## src/rtl/cpu_regport.sv

```systemverilog
module cpu_regport #(
  parameter int AW   = 4,
  parameter int NSRC = 8,
  parameter int NSCR = 4
) (
  input  logic            clk,
  input  logic            rst_n,
  input  logic            bus_mode,
  input  logic            ale,
  input  logic            cs_n,
  input  logic            wr_rw,
  input  logic            rd_ds,
  input  logic [AW-1:0]   addr,
  input  logic [7:0]      din,
  output logic [7:0]      dout,
  output logic            doe,
  input  logic [NSRC-1:0] irq_evt,
  output logic            irq_oe,
  output logic            irq_pin
);
  localparam int SCR_BASE = 2;

  logic [1:0] cs_q, wr_q, rd_q, ale_q;
  logic [AW-1:0] a1, a2, lat_addr, wa_q;
  logic [7:0] d1, d2, wd_q;
  logic wact_q;

  always_ff @(posedge clk or negedge rst_n) begin
    if (!rst_n) begin
      cs_q <= 2'b11; wr_q <= 2'b11; rd_q <= 2'b11; ale_q <= 2'b11;
      a1 <= '0; a2 <= '0; d1 <= '0; d2 <= '0;
    end else begin
      cs_q  <= {cs_q[0], cs_n};
      wr_q  <= {wr_q[0], wr_rw};
      rd_q  <= {rd_q[0], rd_ds};
      ale_q <= {ale_q[0], ale};
      a1 <= addr; a2 <= a1;
      d1 <= din;  d2 <= d1;
    end
  end

  wire cs_s  = cs_q[1];
  wire wr_s  = wr_q[1];
  wire rd_s  = rd_q[1];
  wire ale_s = ale_q[1];

  wire [AW-1:0] eff = ale_s ? a2 : lat_addr;

  wire wact = ~cs_s & ~(bus_mode ? rd_s : wr_s) & (bus_mode ? ~wr_s : rd_s);
  wire ract = ~cs_s & ~rd_s & wr_s;
  wire stb_s = bus_mode ? rd_s : wr_s;
  wire wr_fire = wact_q & stb_s;

  always_ff @(posedge clk or negedge rst_n) begin
    if (!rst_n) begin
      lat_addr <= '0; wa_q <= '0; wd_q <= '0; wact_q <= 1'b0;
    end else begin
      if (ale_s) lat_addr <= a2;
      wact_q <= wact;
      if (wact) begin
        wa_q <= eff;
        wd_q <= d2;
      end
    end
  end

  logic [NSRC-1:0] stat, mask;
  logic [NSCR-1:0][7:0] scr;

  wire [NSRC-1:0] clr = (wr_fire && wa_q == AW'(0)) ? wd_q[NSRC-1:0] : '0;

  always_ff @(posedge clk or negedge rst_n) begin
    if (!rst_n) begin
      stat <= '0; mask <= '0; scr <= '0;
    end else begin
      stat <= (stat & ~clr) | irq_evt;
      if (wr_fire && wa_q == AW'(1)) mask <= wd_q[NSRC-1:0];
      for (int i = 0; i < NSCR; i++)
        if (wr_fire && wa_q == AW'(SCR_BASE + i)) scr[i] <= wd_q;
    end
  end

  logic [7:0] rdata;
  always_comb begin
    rdata = 8'h00;
    if (eff == AW'(0)) rdata = 8'(stat);
    if (eff == AW'(1)) rdata = 8'(mask);
    for (int i = 0; i < NSCR; i++)
      if (eff == AW'(SCR_BASE + i)) rdata = scr[i];
  end

  assign doe     = ract;
  assign dout    = ract ? rdata : 8'h00;
  assign irq_oe  = |(stat & mask);
  assign irq_pin = 1'b0;
endmodule


```

## config.mk

```make
export PLATFORM = sky130hd
export DESIGN_NAME = cpu_regport
export DESIGN_NICKNAME = d
export VERILOG_FILES = /design/src/rtl/cpu_regport.sv
export SDC_FILE = /design/constraint.sdc
export NUM_CORES = 1
export LEC_CHECK = 0
export ABC_CLOCK_PERIOD_IN_PS = 2110
export BUFFER_PORTS_ARGS = -buffer_cell sky130_fd_sc_hd__buf_2
export CAP_MARGIN = 25
export CORE_MARGIN = 2
export CORE_UTILIZATION = 35
export CTS_CLUSTER_SIZE = 14
export DETAILED_ROUTE_END_ITERATION = 12
export GPL_ROUTABILITY_DRIVEN = 1
export PLACE_DENSITY = 0.64
export SYNTH_ARGS = -nofsm -noshare
export SYNTH_HDL_FRONTEND = slang
export SYNTH_SLANG_ARGS = --single-unit
```

## constraint.sdc

```tcl
create_clock -name clk -period 2.11 [get_ports clk]
set_clock_uncertainty 0.15 [all_clocks]
set_input_delay 0.211 -clock clk [delete_from_list [all_inputs] [get_ports clk]]
set_output_delay 0.211 -clock clk [all_outputs]
set_load 0.01 [all_outputs]
```

==> results of run 1 <==
synth_stat cells, drive strengths merged, types with 3 or more instances:
| library cell | number |
|---|---|
| mux4 | 8 |
| buf | 7 |
| inv | 3 |
| a21o | 9 |
| dfrtp | 89 |
| nor2 | 10 |
| nand2 | 18 |
| mux2i | 3 |
| mux2 | 52 |
| a22oi | 4 |
| o21ai | 9 |
| dfstp | 8 |
| a21oi | 10 |
worst paths after layout:
| path | endpoint | slack, ns | startpoint |
|---|---|---|---|
| max | dout[1] | -0.49 | ale_q[1]$_DFF_PN1_ |
| min | d2[0]$_DFF_PN0_ | 0.20 | d1[0]$_DFF_PN0_ |
| max reg2reg | scr[14]$_DFFE_PN0P_ | 0.13 | rd_q[1]$_DFF_PN1_ |
| min reg2reg | d2[0]$_DFF_PN0_ | 0.20 | d1[0]$_DFF_PN0_ |
| max in group asynchronous | wd_q[7]$_DFFE_PN0P_ | 0.98 | rst_n |
| min in group asynchronous | d1[3]$_DFF_PN0_ | 0.26 | rst_n |
metrics by stage:
step | total power [mW] | utilization [%]
CTS | 4.153 | 44.07
finish | 4.096 | 44.18
floorplan | 2.769 | -
global placement | 3.000 | 39.82
global route | 4.325 | 44.18
detailed placement | 3.036 | 39.82
routing by layer:
metal | vias to the layer above | GRT usage [%] | routed length, um
li1 | 1054 | - | -
met1 | 1126 | 19.06 | 3453
met2 | 33 | 19.96 | 3262
met3 | 9 | 2.532 | 193
met4 | 0 | 4.945 | 112
met5 | - | 0 | 0
what timing repair did:
action                                 CTS  global route
buffers inserted                         1             1
setup endpoints to repair                8             8
hold buffers                            25             0
resized for setup                       10             4
pin swaps                                2             1
endpoints found under the hold margin   61             0
sequential cells by signal, indices dropped and copies added, names as in the netlist:
name / count
wact_q: 1
d2: 8
wd_q: 8
wa_q: 4
stat: 8
a2: 4
lat_addr: 4
a1: 4
cs_q: 2
mask: 8
scr: 32
wr_q: 2
d1: 8
rd_q: 2
ale_q: 2
layout make-up:
type / count / area (sq um)
Fill cell: 1023 / 5998
Sequential cell: 97 / 2437
Multi-Input combinational cell: 142 / 1328
Timing Repair Buffer: 76 / 615.6
Tap cell: 140 / 175.2
Clock buffer: 10 / 127.6
Clock inverter: 6 / 45.04
Inverter: 4 / 18.77
cells by family after synthesis:
group | share of synthesized area [%]
XOR/XNOR | 0.2292
buffers and inverters | 1.996
AND/OR/NAND/NOR | 6.678
multiplexers | 21.34
AO/OA/AOI/OAI | 5.892
flip-flops | 63.76
other | 0.09811
report_power, final:
group          internal (mW)  total [mW]  switching [mW]
clock                  0.433        1.05           0.622
sequential              2.15        2.38           0.230
combinational          0.416       0.657           0.242
==> flow_summary.html, run 1 <==
<table>
<tr><th>Metric</th><th>Value</th></tr>
<tr><th colspan="2">Finish</th></tr>
<tr><td>Cell area after layout</td><td>4747 sq um</td></tr>
<tr><td>N_diodes</td><td>0</td></tr>
<tr><td>Most common cell after layout, fill and taps aside</td><td>sky130_fd_sc_hd__dfrtp_1</td></tr>
<tr><td>Layout net count</td><td>357</td></tr>
<tr><td>Most frequent cells in the layout</td><td>sky130_fd_sc_hd__dfrtp_1 (89), sky130_fd_sc_hd__mux2_2 (52), sky130_fd_sc_hd__buf_2 (35), sky130_fd_sc_hd__dlygate4sd3_1 (25), sky130_fd_sc_hd__nand2_1 (15)</td></tr>
<tr><td>Share of layout cells above drive strength 1</td><td>45.67%</td></tr>
<tr><td>Post-route non-filler standard cell count</td><td>475</td></tr>
<tr><td>Layout area overhead</td><td>24.19%</td></tr>
<tr><th colspan="2">Synth</th></tr>
<tr><td>Mapped cell area</td><td>3822 sq um</td></tr>
<tr><td>Unique masters post-synth</td><td>36</td></tr>
<tr><td>Total number of yosys warnings</td><td>0</td></tr>
<tr><td>Post-Synthesis Net Count</td><td>277</td></tr>
<tr><td>Async S/R FF share, synth</td><td>100.0%</td></tr>
<tr><td>Largest area contributor in the synthesized netlist</td><td>sky130_fd_sc_hd__dfrtp_1</td></tr>
<tr><td>Synth Register Bits</td><td>97</td></tr>
<tr><td>Post-synthesis instance total</td><td>250</td></tr>
<tr><td>Portion of synthesized cell area occupied by the leading cell type</td><td>58.27%</td></tr>
<tr><td>Share of the yosys chip area belonging to registers</td><td>63.76%</td></tr>
<tr><td>Most frequently used flop master after synthesis</td><td>sky130_fd_sc_hd__dfrtp_1</td></tr>
<tr><td>Number of enable-type register cells in the synthesized netlist</td><td>0</td></tr>
<tr><td>Post-synthesis average cell area</td><td>15.29 sq um</td></tr>
<tr><td>Largest cells by area after synthesis</td><td>sky130_fd_sc_hd__dfrtp_1 (58%), sky130_fd_sc_hd__mux2_2 (15%), sky130_fd_sc_hd__dfstp_2 (5.5%), sky130_fd_sc_hd__mux4_2 (4.1%), sky130_fd_sc_hd__nand2_1 (1.8%)</td></tr>
<tr><th colspan="2">Floorplan</th></tr>
<tr><td>Core Region</td><td>10,750 sq um</td></tr>
<tr><td>Number of top-level pins</td><td>38</td></tr>
<tr><td>Initial standard-cell utilization of the core</td><td>35.57%</td></tr>
<tr><td>Die W</td><td>108.5 um</td></tr>
<tr><td>Die boundary height</td><td>108.5 um</td></tr>
<tr><td>Die outline area</td><td>11,770 sq um</td></tr>
<tr><td>Std-Cell Rows</td><td>38</td></tr>
<tr><th colspan="2">Placement</th></tr>
<tr><td>Place WS</td><td>-0.1142 ns</td></tr>
<tr><td>Post-placement cell count</td><td>432</td></tr>
<tr><td>Cell area after placement</td><td>4279 sq um</td></tr>
<tr><td>Final HPWL DP</td><td>5.028 mm</td></tr>
<tr><td>Number of input and output port buffers inserted</td><td>36</td></tr>
<tr><td>Routability Congestion</td><td>0.7549</td></tr>
<tr><th colspan="2">Global route</th></tr>
<tr><td>Global-route usage over all layers</td><td>13.25%</td></tr>
<tr><td>Wire length of the first global-routing pass</td><td>11.81 mm</td></tr>
<tr><td>Pin count of the biggest net entering global routing</td><td>48</td></tr>
<tr><td>Number of antenna violations at the first check in global routing</td><td>0</td></tr>
<tr><td>Remaining Overflow, GRT</td><td>0</td></tr>
<tr><td>Vias in the first global route</td><td>2,295</td></tr>
<tr><th colspan="2">Drt</th></tr>
<tr><td>Total vias in the final route</td><td>2,222</td></tr>
<tr><td>DR iter-0 viols</td><td>63</td></tr>
<tr><td>Antenna-violating nets left</td><td>0</td></tr>
<tr><td>Post-detailed-route via-to-cell ratio</td><td>4.678</td></tr>
<tr><td>Wire length reported by the detailed router</td><td>7.022 mm</td></tr>
<tr><td>Mean routed wirelength per cell</td><td>14.78 um</td></tr>
<tr><td>Number of DRC violations after detailed routing</td><td>0</td></tr>
<tr><td>Detailed-routing iteration count for the pre-antenna-repair pass</td><td>4</td></tr>
<tr><th colspan="2">Hold path</th></tr>
<tr><td>Worst hold path depth</td><td>0</td></tr>
<tr><td>Class of the worst hold path</td><td>reg -&gt; reg</td></tr>
<tr><th colspan="2">Job</th></tr>
<tr><td>Reported max-cap violation count</td><td>0</td></tr>
<tr><th colspan="2">Timing</th></tr>
<tr><td>Unrepaired setup endpoints after global routing</td><td>yes</td></tr>
<tr><td>Fin crit share</td><td>123.1%</td></tr>
<tr><td>Upper clock frequency limit</td><td>0.3849 GHz</td></tr>
<tr><td>Fin. Hold Viols</td><td>0</td></tr>
<tr><td>Slew Viols, Final</td><td>0</td></tr>
<tr><td>Setup_tns</td><td>-3.677 ns</td></tr>
<tr><td>Hold Worst Slack</td><td>0.2033 ns</td></tr>
<tr><td>Worst slew margin relative to its limit</td><td>59.25%</td></tr>
<tr><td>Final setup viols</td><td>8</td></tr>
<tr><td>Time the final worst path needs with I/O delays and setup</td><td>2.598 ns</td></tr>
<tr><td>Post-route worst setup slack</td><td>-0.4881 ns</td></tr>
<tr><td>Actual slew at the worst max-slew pin</td><td>0.6112 ns</td></tr>
<tr><th colspan="2">Clock tree</th></tr>
<tr><td>Number of buffers on the longest clock path</td><td>2</td></tr>
<tr><td>Clock buffers created by TritonCTS</td><td>9</td></tr>
<tr><td>Number of levels the H-tree was split into</td><td>3</td></tr>
<tr><td>Clk sinks</td><td>97</td></tr>
<tr><td>Clock root cell</td><td>sky130_fd_sc_hd__clkbuf_8</td></tr>
<tr><td>Skew-Pair Late Insertion Delay</td><td>0.35 ns</td></tr>
<tr><td>TritonCTS clock tree</td><td>done</td></tr>
<tr><td>Clk pin slew, worst setup/hold paths</td><td>0.09 ns</td></tr>
<tr><th colspan="2">Setup path</th></tr>
<tr><td>WP data arrival</td><td>2.24 ns</td></tr>
<tr><td>Cell Chain, Critical Path</td><td>buf_6, or4bb_4, a21oi_4, o21ai_0, a21oi_1, buf_2</td></tr>
<tr><td>Slowest cell on the critical path</td><td>sky130_fd_sc_hd__dfstp_2</td></tr>
<tr><td>Peak fanout along the critical path</td><td>7</td></tr>
<tr><td>Buf+Inv Stages, Crit Path</td><td>2</td></tr>
<tr><td>Capturing element type of the critical path</td><td>output pin</td></tr>
<tr><td>Logic depth of the worst path, buffers included</td><td>6</td></tr>
<tr><td>Largest delay share family, worst path</td><td>flip-flops</td></tr>
<tr><td>Largest incremental delay on the critical path</td><td>0.59 ns</td></tr>
<tr><td>Start-to-end type of the worst setup path</td><td>reg -&gt; out</td></tr>
<tr><td>Number of cells on the worst reg-to-reg path</td><td>5</td></tr>
<tr><td>Required arrival time at the worst endpoint</td><td>1.75 ns</td></tr>
<tr><td>Worst Setup Start Kind</td><td>flop</td></tr>
<tr><th colspan="2">Run status</th></tr>
<tr><td>Outcome</td><td>finished, violations left</td></tr>
<tr><td>Failing checks</td><td>negative setup slack</td></tr>
<tr><th colspan="2">Power</th></tr>
<tr><td>Pwr/cell area</td><td>862.8 nW/um^2</td></tr>
<tr><td>Worst supply voltage drop on vdd</td><td>0.3265 mV</td></tr>
<tr><td>Leakage Power</td><td>2.160 nW</td></tr>
</table>
Power figures use the tool's default switching activity.
==> inputs of run 2 (changes only) <==
--- a/config.mk
+++ b/config.mk
@@ -8,12 +8,12 @@
 export ABC_CLOCK_PERIOD_IN_PS = 2110
 export BUFFER_PORTS_ARGS = -buffer_cell sky130_fd_sc_hd__buf_2
 export CAP_MARGIN = 25
-export CORE_MARGIN = 2
+export CORE_MARGIN = 1.5
 export CORE_UTILIZATION = 35
 export CTS_CLUSTER_SIZE = 14
 export DETAILED_ROUTE_END_ITERATION = 12
 export GPL_ROUTABILITY_DRIVEN = 1
-export PLACE_DENSITY = 0.64
+export PLACE_DENSITY = 0.58
 export SYNTH_ARGS = -nofsm -noshare
 export SYNTH_HDL_FRONTEND = slang
 export SYNTH_SLANG_ARGS = --single-unit
==> flow_summary.html, run 2 (synthesis gave the netlist of run 1 again) <==
<table>
<tr><th>Metric</th><th>Value</th></tr>
<tr><th colspan="2">Run status</th></tr>
<tr><td>Outcome</td><td>finished, violations left</td></tr>
<tr><td>Failing checks</td><td>negative setup slack</td></tr>
<tr><th colspan="2">Floorplan</th></tr>
<tr><td>Std-Cell Rows</td><td>37</td></tr>
<tr><td>Die outline area</td><td>11,560 sq um</td></tr>
<tr><td>Die boundary height</td><td>107.5 um</td></tr>
<tr><td>Die W</td><td>107.5 um</td></tr>
<tr><td>Number of top-level pins</td><td>38</td></tr>
<tr><td>Initial standard-cell utilization of the core</td><td>36.53%</td></tr>
<tr><td>Core Region</td><td>10,460 sq um</td></tr>
<tr><th colspan="2">Finish</th></tr>
<tr><td>Total area of multi-input combinational cells</td><td>1339 sq um</td></tr>
<tr><td>Share of layout cells above drive strength 1</td><td>45.99%</td></tr>
<tr><td>Most frequent cells in the layout</td><td>sky130_fd_sc_hd__dfrtp_1 (89), sky130_fd_sc_hd__mux2_2 (52), sky130_fd_sc_hd__buf_2 (35), sky130_fd_sc_hd__dlygate4sd3_1 (25), sky130_fd_sc_hd__nand2_1 (15)</td></tr>
<tr><td>Post-route non-filler standard cell count</td><td>473</td></tr>
<tr><td>Cell area after layout</td><td>4773 sq um</td></tr>
<tr><td>Number of flip-flops under the largest register name</td><td>32</td></tr>
<tr><td>Number of fill cells</td><td>984</td></tr>
<tr><td>N_diodes</td><td>0</td></tr>
<tr><td>FF+latch area</td><td>2437 sq um</td></tr>
<tr><td>Layout net count</td><td>359</td></tr>
<tr><td>Layout area overhead</td><td>24.88%</td></tr>
<tr><td>Core utilization of the finished layout</td><td>45.62%</td></tr>
<tr><td>Top reg by flops</td><td>scr</td></tr>
<tr><td>Most common cell after layout, fill and taps aside</td><td>sky130_fd_sc_hd__dfrtp_1</td></tr>
<tr><th colspan="2">Setup path</th></tr>
<tr><td>Register-to-register setup slack</td><td>0.12 ns</td></tr>
<tr><td>Capturing element type of the critical path</td><td>output pin</td></tr>
<tr><td>Crit Reg-Reg Startpoint</td><td>wr_q[1]$_DFF_PN1_</td></tr>
<tr><td>Required arrival time at the worst endpoint</td><td>1.75 ns</td></tr>
<tr><td>WP data arrival</td><td>2.23 ns</td></tr>
<tr><td>Number of cells on the worst reg-to-reg path</td><td>6</td></tr>
<tr><td>Largest delay share family, worst path</td><td>multiplexers</td></tr>
<tr><td>Critical path launch point</td><td>ale_q[1]$_DFF_PN1_</td></tr>
<tr><td>Crit path to</td><td>dout[7]</td></tr>
<tr><td>Logic depth of the worst path, buffers included</td><td>6</td></tr>
<tr><td>Largest incremental delay on the critical path</td><td>0.59 ns</td></tr>
<tr><td>Peak fanout along the critical path</td><td>8</td></tr>
<tr><td>Worst Setup Start Kind</td><td>flop</td></tr>
<tr><td>Slowest cell on the critical path</td><td>sky130_fd_sc_hd__dfstp_2</td></tr>
<tr><td>Cell Chain, Critical Path</td><td>mux2i_4, buf_12, mux4_2, nand2_1, a21oi_1, buf_2</td></tr>
<tr><td>Start-to-end type of the worst setup path</td><td>reg -&gt; out</td></tr>
<tr><td>Crit Reg-Reg Endpoint</td><td>scr[14]$_DFFE_PN0P_</td></tr>
<tr><td>Buf+Inv Stages, Crit Path</td><td>2</td></tr>
<tr><th colspan="2">Placement</th></tr>
<tr><td>Place WS</td><td>-0.1552 ns</td></tr>
<tr><td>Routability Congestion</td><td>0.7319</td></tr>
<tr><td>Number of input and output port buffers inserted</td><td>36</td></tr>
<tr><td>Post-placement cell count</td><td>430</td></tr>
<tr><td>Cell area after placement</td><td>4277 sq um</td></tr>
<tr><td>Final HPWL DP</td><td>5.170 mm</td></tr>
<tr><th colspan="2">Timing</th></tr>
<tr><td>Post-route worst setup slack</td><td>-0.4817 ns</td></tr>
<tr><td>Hold Worst Slack</td><td>0.09825 ns</td></tr>
<tr><td>Setup_tns</td><td>-3.739 ns</td></tr>
<tr><td>Slew Viols, Final</td><td>0</td></tr>
<tr><td>Fin. Hold Viols</td><td>0</td></tr>
<tr><td>Time the final worst path needs with I/O delays and setup</td><td>2.592 ns</td></tr>
<tr><td>Worst slew margin relative to its limit</td><td>58.52%</td></tr>
<tr><td>Final setup viols</td><td>8</td></tr>
<tr><td>Actual slew at the worst max-slew pin</td><td>0.6222 ns</td></tr>
<tr><td>Fin crit share</td><td>122.8%</td></tr>
<tr><td>Unrepaired setup endpoints after global routing</td><td>yes</td></tr>
<tr><td>Upper clock frequency limit</td><td>0.3858 GHz</td></tr>
<tr><th colspan="2">Global route</th></tr>
<tr><td>Pin count of the biggest net entering global routing</td><td>56</td></tr>
<tr><td>Vias in the first global route</td><td>2,366</td></tr>
<tr><td>Remaining Overflow, GRT</td><td>0</td></tr>
<tr><td>Global-route usage over all layers</td><td>13.97%</td></tr>
<tr><td>Number of antenna violations at the first check in global routing</td><td>0</td></tr>
<tr><td>Wire length of the first global-routing pass</td><td>12.14 mm</td></tr>
<tr><th colspan="2">Drt</th></tr>
<tr><td>Detailed-routing iteration count for the pre-antenna-repair pass</td><td>4</td></tr>
<tr><td>Highest metal layer with signal wires</td><td>met4</td></tr>
<tr><td>Wire length reported by the detailed router</td><td>7.195 mm</td></tr>
<tr><td>Number of DRC violations after detailed routing</td><td>0</td></tr>
<tr><td>Post-detailed-route via-to-cell ratio</td><td>4.727</td></tr>
<tr><td>Total vias in the final route</td><td>2,236</td></tr>
<tr><td>Mean routed wirelength per cell</td><td>15.21 um</td></tr>
<tr><td>Met3 wire length</td><td>194 um</td></tr>
<tr><td>Met1 WL</td><td>3.434 mm</td></tr>
<tr><td>Metal2 WL</td><td>3.412 mm</td></tr>
<tr><td>DR iter-0 viols</td><td>51</td></tr>
<tr><td>Antenna-violating nets left</td><td>0</td></tr>
<tr><th colspan="2">Clock tree</th></tr>
<tr><td>Clk pin slew, worst setup/hold paths</td><td>0.09 ns</td></tr>
<tr><td>Skew-Pair Late Insertion Delay</td><td>0.36 ns</td></tr>
<tr><td>Clk sinks</td><td>97</td></tr>
<tr><td>Clock buffers created by TritonCTS</td><td>9</td></tr>
<tr><td>Number of buffers on the longest clock path</td><td>2</td></tr>
<tr><td>Number of levels the H-tree was split into</td><td>3</td></tr>
<tr><td>TritonCTS clock tree</td><td>done</td></tr>
<tr><td>Clock root cell</td><td>sky130_fd_sc_hd__clkbuf_8</td></tr>
<tr><th colspan="2">Power</th></tr>
<tr><td>Overall power of the completed layout</td><td>4.232 mW</td></tr>
<tr><td>Pwr/cell area</td><td>886.6 nW/um^2</td></tr>
<tr><td>Leakage Power</td><td>2.170 nW</td></tr>
<tr><td>Worst supply voltage drop on vdd</td><td>0.2767 mV</td></tr>
<tr><th colspan="2">Job</th></tr>
<tr><td>Reported max-cap violation count</td><td>0</td></tr>
<tr><th colspan="2">Hold path</th></tr>
<tr><td>Class of the worst hold path</td><td>in -&gt; async</td></tr>
</table>
run 2: cell type report:
cell class / count / share of cell area (%)
Clock buffer: 10 / 2.674
Multi-Input combinational cell: 142 / 28.05
Tap cell: 136 / 3.565
Sequential cell: 97 / 51.06
Inverter: 4 / 0.3145
Clock inverter: 6 / 1.389
Timing Repair Buffer: 78 / 12.95
run 2: where the power goes:
group	switching, mW	leakage (nW)	internal [mW]	total [mW]
clock network	0.634	0.0889	0.550	1.18
registers	0.240	1.18	2.15	2.39
logic	0.241	0.899	0.414	0.655
total	1.11	2.17	3.12	4.23
run 2: timing repair:
item	CTS	global route
endpoints found under the hold margin	118	0
gates resized for setup	7	8
hold buffers	25	0
pin swaps	5	3
buffers inserted	1	1
endpoints found under the setup margin	9	8
run 2: metal layers:
metal / GRT usage [%] / vias up
met1: 18.70 / 1136
met2: 21.52 / 35
met4: 7.331 / 0
met5: 0 / -
li1: - / 1055
met3: 2.724 / 10
run 2: worst min-delay path by stage:
stage,startpoint,endpoint,slack (ns)
6_report,rst_n,d1[5]$_DFF_PN0_,0.1
3_3_place_gp,rst_n,d1[5]$_DFF_PN0_,-0.07
4_1_cts,rst_n,d1[0]$_DFF_PN0_,0.09
3_5_place_dp,rst_n,d1[5]$_DFF_PN0_,-0.06
5_1_grt,rst_n,d1[0]$_DFF_PN0_,0.11
2_1_floorplan,rst_n,a1[0]$_DFF_PN0_,-0.23
run 2: worst register-to-register path, stage by stage (launching register included):
cell and delay [ns]:
sky130_fd_sc_hd__dfstp_2 0.53, sky130_fd_sc_hd__buf_4 0.10, sky130_fd_sc_hd__mux2i_1 0.12, sky130_fd_sc_hd__nor3_1 0.26, sky130_fd_sc_hd__buf_4 0.17, sky130_fd_sc_hd__nand3_2 0.22
sky130_fd_sc_hd__mux2_2 0.35
